File: src/rtl/pio_port_pkg.sv
package pio_port_pkg;
    localparam int CTL_OWN  = 0;
    localparam int CTL_OE   = 1;
    localparam int CTL_DATA = 2;
    localparam int CTL_PULL = 3;
    localparam int CTL_MD   = 4;
    localparam int CTL_SEL  = 5;
    localparam int NUM_CTL  = 6;
    localparam int REGS_PER_CTL = 3;
    localparam int LEVEL_WORD = NUM_CTL * REGS_PER_CTL;

    function automatic bit ctl_resets_high(input int k);
        return (k == CTL_OWN) || (k == CTL_PULL);
    endfunction
endpackage

File: src/rtl/pio_ctl_triple.sv
module pio_ctl_triple #(
    parameter int W = 32,
    parameter bit RST_ONES = 1'b0
) (
    input  logic         clk,
    input  logic         rst_n,
    input  logic         set_hit,
    input  logic         clr_hit,
    input  logic [W-1:0] wbits,
    output logic [W-1:0] q
);
    localparam logic [W-1:0] RST_VAL = RST_ONES ? {W{1'b1}} : {W{1'b0}};

    always_ff @(posedge clk or negedge rst_n) begin
        if (!rst_n)
            q <= RST_VAL;
        else if (set_hit)
            q <= q | wbits;
        else if (clr_hit)
            q <= q & ~wbits;
    end
endmodule

File: src/rtl/pio_pin_mux.sv
module pio_pin_mux #(
    parameter int NPINS = 32
) (
    input  logic [NPINS-1:0] own_gpio,
    input  logic [NPINS-1:0] gpio_data,
    input  logic [NPINS-1:0] gpio_oe,
    input  logic [NPINS-1:0] sel_b,
    input  logic [NPINS-1:0] md_mode,
    input  logic [NPINS-1:0] a_out,
    input  logic [NPINS-1:0] a_oe,
    input  logic [NPINS-1:0] b_out,
    input  logic [NPINS-1:0] b_oe,
    output logic [NPINS-1:0] pad_out,
    output logic [NPINS-1:0] pad_oe
);
    for (genvar i = 0; i < NPINS; i++) begin : g_pin
        logic src_out;
        logic src_oe;

        always_comb begin
            if (own_gpio[i]) begin
                src_out = gpio_data[i];
                src_oe  = gpio_oe[i];
            end else if (sel_b[i]) begin
                src_out = b_out[i];
                src_oe  = b_oe[i];
            end else begin
                src_out = a_out[i];
                src_oe  = a_oe[i];
            end
        end

        always_comb begin
            if (md_mode[i]) begin
                pad_out[i] = 1'b0;
                pad_oe[i]  = src_oe & ~src_out;
            end else begin
                pad_out[i] = src_out;
                pad_oe[i]  = src_oe;
            end
        end
    end
endmodule

File: src/rtl/pio_port.sv
module pio_port
    import pio_port_pkg::*;
#(
    parameter int NPINS = 32,
    parameter int AW    = 5
) (
    input  logic             clk,
    input  logic             rst_n,
    input  logic             bus_we,
    input  logic [AW-1:0]    bus_addr,
    input  logic [NPINS-1:0] bus_wdata,
    output logic [NPINS-1:0] bus_rdata,
    input  logic [NPINS-1:0] pad_in,
    input  logic [NPINS-1:0] per_a_out,
    input  logic [NPINS-1:0] per_a_oe,
    input  logic [NPINS-1:0] per_b_out,
    input  logic [NPINS-1:0] per_b_oe,
    output logic [NPINS-1:0] pad_out,
    output logic [NPINS-1:0] pad_oe,
    output logic [NPINS-1:0] pad_pullup
);
    localparam logic [AW-1:0] LEVEL_ADDR = AW'(LEVEL_WORD);

    logic [NUM_CTL-1:0][NPINS-1:0] ctl_q;
    logic [NPINS-1:0] own_q, oe_q, data_q, pull_q, md_q, selb_q;

    for (genvar k = 0; k < NUM_CTL; k++) begin : g_ctl
        localparam logic [AW-1:0] SET_ADDR = AW'(REGS_PER_CTL * k);
        localparam logic [AW-1:0] CLR_ADDR = AW'(REGS_PER_CTL * k + 1);

        pio_ctl_triple #(
            .W        (NPINS),
            .RST_ONES (ctl_resets_high(k))
        ) u_triple (
            .clk     (clk),
            .rst_n   (rst_n),
            .set_hit (bus_we && (bus_addr == SET_ADDR)),
            .clr_hit (bus_we && (bus_addr == CLR_ADDR)),
            .wbits   (bus_wdata),
            .q       (ctl_q[k])
        );
    end

    assign own_q  = ctl_q[CTL_OWN];
    assign oe_q   = ctl_q[CTL_OE];
    assign data_q = ctl_q[CTL_DATA];
    assign pull_q = ctl_q[CTL_PULL];
    assign md_q   = ctl_q[CTL_MD];
    assign selb_q = ctl_q[CTL_SEL];

    always_comb begin
        bus_rdata = '0;
        if (bus_addr == LEVEL_ADDR)
            bus_rdata = pad_in;
        for (int k = 0; k < NUM_CTL; k++) begin
            if (bus_addr == AW'(REGS_PER_CTL * k + 2))
                bus_rdata = ctl_q[k];
        end
    end

    pio_pin_mux #(.NPINS(NPINS)) u_mux (
        .own_gpio  (own_q),
        .gpio_data (data_q),
        .gpio_oe   (oe_q),
        .sel_b     (selb_q),
        .md_mode   (md_q),
        .a_out     (per_a_out),
        .a_oe      (per_a_oe),
        .b_out     (per_b_out),
        .b_oe      (per_b_oe),
        .pad_out   (pad_out),
        .pad_oe    (pad_oe)
    );

    assign pad_pullup = pull_q;
endmodule

File: config.mk
export PLATFORM = sky130hd
export DESIGN_NAME = pio_port
export DESIGN_NICKNAME = d
export VERILOG_FILES = /design/src/rtl/pio_port_pkg.sv /design/src/rtl/pio_ctl_triple.sv /design/src/rtl/pio_pin_mux.sv /design/src/rtl/pio_port.sv
export SDC_FILE = /design/constraint.sdc
export NUM_CORES = 1
export LEC_CHECK = 0
export ABC_CLOCK_PERIOD_IN_PS = 1600
export BUFFER_PORTS_ARGS = -buffer_cell sky130_fd_sc_hd__buf_2
export CELL_PAD_IN_SITES_DETAIL_PLACEMENT = 1
export CELL_PAD_IN_SITES_GLOBAL_PLACEMENT = 1
export CORE_ASPECT_RATIO = 1.25
export CORE_MARGIN = 5
export CORE_UTILIZATION = 41
export CTS_CLUSTER_DIAMETER = 60
export CTS_CLUSTER_SIZE = 30
export DETAILED_ROUTE_END_ITERATION = 16
export PLACE_DENSITY_LB_ADDON = 0.1
export SLEW_MARGIN = 20
export SYNTH_ARGS = -nofsm -noshare
export SYNTH_HDL_FRONTEND = slang
export SYNTH_HIERARCHICAL = 1
export SYNTH_SLANG_ARGS = --single-unit
File: constraint.sdc
create_clock -name clk -period 1.6 [get_ports clk]
set_input_delay 0.08 -clock clk [delete_from_list [all_inputs] [get_ports clk]]
set_output_delay 0.08 -clock clk [all_outputs]
set_load 0.005 [all_outputs]
-- Word-level counts from Yosys, hierarchy flattened
Index checks and enable logic that the tools add are counted.
- flip-flop bits (word level): 192
- input bits: 200
- word-level logic and storage cells: 331
- equal/unequal tests: 18
- multiplexer cells: 211
- bitwise gates (word level): 77
- reduce and logical (&&, ||, !) cells: 19
- operators by type and width (kind ; count):
    $mux W32 ; 19
    $and A32 B32 Y32 ; 6
    $mux W1 ; 192
    $or A32 B32 Y32 ; 6
    $eq A5 B4 Y1 const B ; 8
    $and A1 B1 Y1 ; 32
    $not A1 Y1 ; 32
    $not A32 Y32 ; 1
    $eq A5 B3 Y1 const B ; 4
    $eq A5 B5 Y1 const B ; 3
    $logic_and A1 B1 Y1 ; 12
    $reduce_bool A2 Y1 ; 6
    $eq A5 B2 Y1 const B ; 2
    $eq A5 B1 Y1 const B ; 1
    $logic_not A5 Y1 ; 1

-- Longest topological paths before layout
- depth in word-level cells: 8
- gate-level depth with buffers: 9

-- By module
The synthesis kept the hierarchy.
- by module, submodules not included (module ; instances ; cells an instance ; area each (um^2)):
    pio_ctl_triple (g_ctl[1].u_triple ...) ; 4 ; 102 ; 1249.9
    pio_port ; 1 ; 386 ; 2623.8
    pio_ctl_triple (g_ctl[0].u_triple ...) ; 2 ; 102 ; 1290.0
    pio_pin_mux ; 1 ; 224 ; 1841.8

-- Worst setup path after synthesis
No wires, ideal clock.
- path type: in2reg
- from: in bus_addr[0]
- to: reg with a tool-made name
- setup time: 79 ps
- arrival: 1748 ps
- data required time: 1521 ps
- setup slack: -228 ps
- stages: 9
- path through: buf_2 > buf_2 > buf_2 > nor2b_1 > nand2_1 > nor3_1 > buf_6 > nand2_1 > a22o_1
- RTL lines (what ; line ; text):
    start: declaration ; pio_port.sv:10 ; input logic [AW-1:0] bus_addr,

==> results.json <==
{
  "outcome": "finished with violations",
  "violations": "setup timing",
  "rsz0062_at_grt": "true",
  "drc": 0,
  "wl_per_cell_um": 24.91,
  "fillers": 3344,
  "relSlewSlack": 0.7456,
  "synth.most_common_cell": "nand2_1",
  "yosysTopAreaCell": "dfrtp_1",
  "synth_area_per_cell_um2": 9.857,
  "grt_antenna_before_repair": 3,
  "ys_dominant_reg_cell": "dfrtp_1",
  "timing.setup.tns_ns": -1.937,
  "syn-num-nets": 1422,
  "path_delay_family": "compound AO/OA/AOI/OAI gates",
  "antenna_left": 0,
  "die_x_um": 163.3,
  "synth_cell_types": 41,
  "path_clk_slew_ns": 0.09,
  "synthArstFlopShare": 1.000,
  "worstSetupPathType": "reg2out",
  "die_h_um": 201.6,
  "drt_iter0_drc": 865,
  "startpoint_type": "flop",
  "final_cell_area_um2": 16660,
  "path_buf_inv": 1,
  "grt_usage": 0.3018,
  "route.final.wire_length_um": 51740,
  "ys_warn_count": 6,
  "instances_no_fill": 2077,
  "maxCapViolCount": 0,
  "via_per_inst": 6.052,
  "drive_gt1_frac": 0.4741,
  "crit_chain": "or3b_1 -> a211oi_2 -> o221ai_1 -> o21ai_2 -> buf_2",
  "place_congestion": 0.8615,
  "nets": 1866,
  "rows": 70,
  "start_util": 0.4130,
  "cts_buffers": 17,
  "fin_crit_sh": 1.257,
  "top_layer_used": "met5",
  "synth-edff-count": 0,
  "dp_cells": 1942,
  "placed_area_um2": 14750,
  "hold_viol": 0,
  "clockRootBuffer": "clkbuf_16",
  "max_freq_mhz": 497.4,
  "power_uw": 16790,
  "cts_num_sinks": 192,
  "wl_met3_um": 3523,
  "max_stage_delay_ns": 0.38,
  "pin_count": 328,
  "cts_tree": "done",
  "fin_ws_ns": -0.4104,
  "finalClockSkew_ns": 0,
  "synth_top_cells_by_count": "197 x nand2_1, 192 x a22o_1, 128 x dfrtp_1",
  "place_hpwl_um": 34900,
  "yosysTopAreaCellShare": 0.2659,
  "synthTopCellsByArea": "dfrtp_1 27%, dfstp_2 14%, a22o_1 14%",
  "slowest_stage": "dfrtp_1",
  "htreeDepth": 4,
  "slew_viol_final": 0,
  "num_vias": 12570,
  "arrival_ns": 1.93,
  "core_um2": 29170,
  "end_kind": "primary output",
  "clk_path_buf_depth": 2,
  "grt_overflow": 0,
  "first_pass_iters": 5,
  "finalSetupViolCount": 45,
  "holdCritPathClass": "in2reg",
  "p_leak_uw": 0.007563,
  "min_period_ns": 2.010,
  "worst_slew_pin_slew_ns": 0.3815,
  "syn_area_um2": 12050,
  "io_buffers": 327,
  "grt_pass1_vias": 13110,
  "clk_latency_ns": 0.43,
  "required_ns": 1.52,
  "peakVddDrop_v": 0.0004782,
  "yosysSeqAreaShare": 0.4055,
  "wl_met1_um": 20760,
  "worst-path-max-fanout": 3,
  "syn_inst": 1222,
  "grt_pass1_wl_um": 77580,
  "dieArea_um2": 32930,
  "synthToLayoutAreaGrowth_pct": 38.30,
  "grt_max_degree": 48,
  "p_per_area_nw_per_um2": 1008,
  "ys_seq_elements": 192,
  "routed-wl-met2_um": 25530
}
[tightest hold or removal path, stage by stage]
cell,delay [ns]
buf_2,0.17
nand2_1,0.08
a22o_1,0.11
[power by group]
group          internal (uW)  switching [uW]  total [uW]  leakage [uW]
Combinational           3110            2280        5400       0.00500
Clock                   2110            2110        4230      0.000278
Sequential              6060            1110        7170       0.00228
Total                  11300            5510       16800       0.00756
[repair_timing]
action,in CTS,in global routing
hold buffers,1,0
resized for setup,82,66
buffers inserted,94,6
setup endpoints to repair,82,93
pin swaps,104,48
endpoints found under the hold margin,140,0
[final cells by class]
type / count / area, um2 / share of cell area
Antenna cell: 2 / 5.005 / 0.0003004
Tap cell: 396 / 495.5 / 0.02974
Clock buffer: 20 / 446.7 / 0.02681
Multi-Input combinational cell: 936 / 7158 / 0.4297
Inverter: 1 / 3.754 / 0.0002253
Clock inverter: 12 / 115.1 / 0.006910
Timing Repair Buffer: 518 / 3530 / 0.2119
Sequential cell: 192 / 4905 / 0.2944
[path summary, 6_finish.rpt]
check	cells past startpoint	slack, ns	from	end
max	5	-0.41	flop	bus_rdata[6]
min	3	0.02	bus_wdata[18]	flop
max reg2reg	3	0.64	flop	flop
min reg2reg	1	0.52	flop	flop
max in group asynchronous	3	0.79	rst_n	async pin
min in group asynchronous	2	0.12	rst_n	async pin
[cells in the final DEF (no fill, tap or decap), drive strengths merged]
master,netlist,routed
nor3,4,4
buf,75,515
a2bb2oi,32,32
nor4,2,2
and3b,37,37
o2bb2a,1,1
a211oi,32,32
a21o,1,1
a221oi,1,1
nand3b,33,33
or2,2,2
dlygate4sd3,0,1
or3b,2,2
nor3b,2,2
o22ai,62,62
dfstp,64,64
dfrtp,128,128
clkbuf,18,22
nor2,9,9
mux2,32,32
nand2b,67,67
a31oi,32,32
inv,1,9
clkinv,0,4
nor2b,34,34
nand3,1,1
mux2i,32,32
nand4,1,1
a21oi,93,93
nand2,197,197
o21a,1,1
a211o,32,32
diode,0,2
a22o,192,192
o221ai,1,1
o21ai,1,1
[per-layer routing]
metal,vias up,GRT usage
li1,5522,-
met2,514,0.5111
met3,120,0.05327
met4,4,0.1154
met5,-,0
met1,6409,0.3830
[per-stage QoR]
stage / util / setup slack, ns / hold WS [ns]
after floorplan: - / -0.06339 / -0.2156
after global placement: 0.5056 / -0.1401 / 0.03029
after detailed placement: 0.5056 / -0.1325 / 0.03373
after CTS: 0.5599 / -0.4224 / 0.01319
after global routing: 0.5711 / -0.4701 / 0.02722
final: 0.5712 / -0.4104 / 0.02458
[cells by family after synthesis]
family,Yosys count,share of synthesized area
compound gates,481,0.3162
mux,64,0.05651
simple gates,391,0.1737
buf+inv,94,0.04809
flops,192,0.4055
Power figures use the tool's default switching activity.
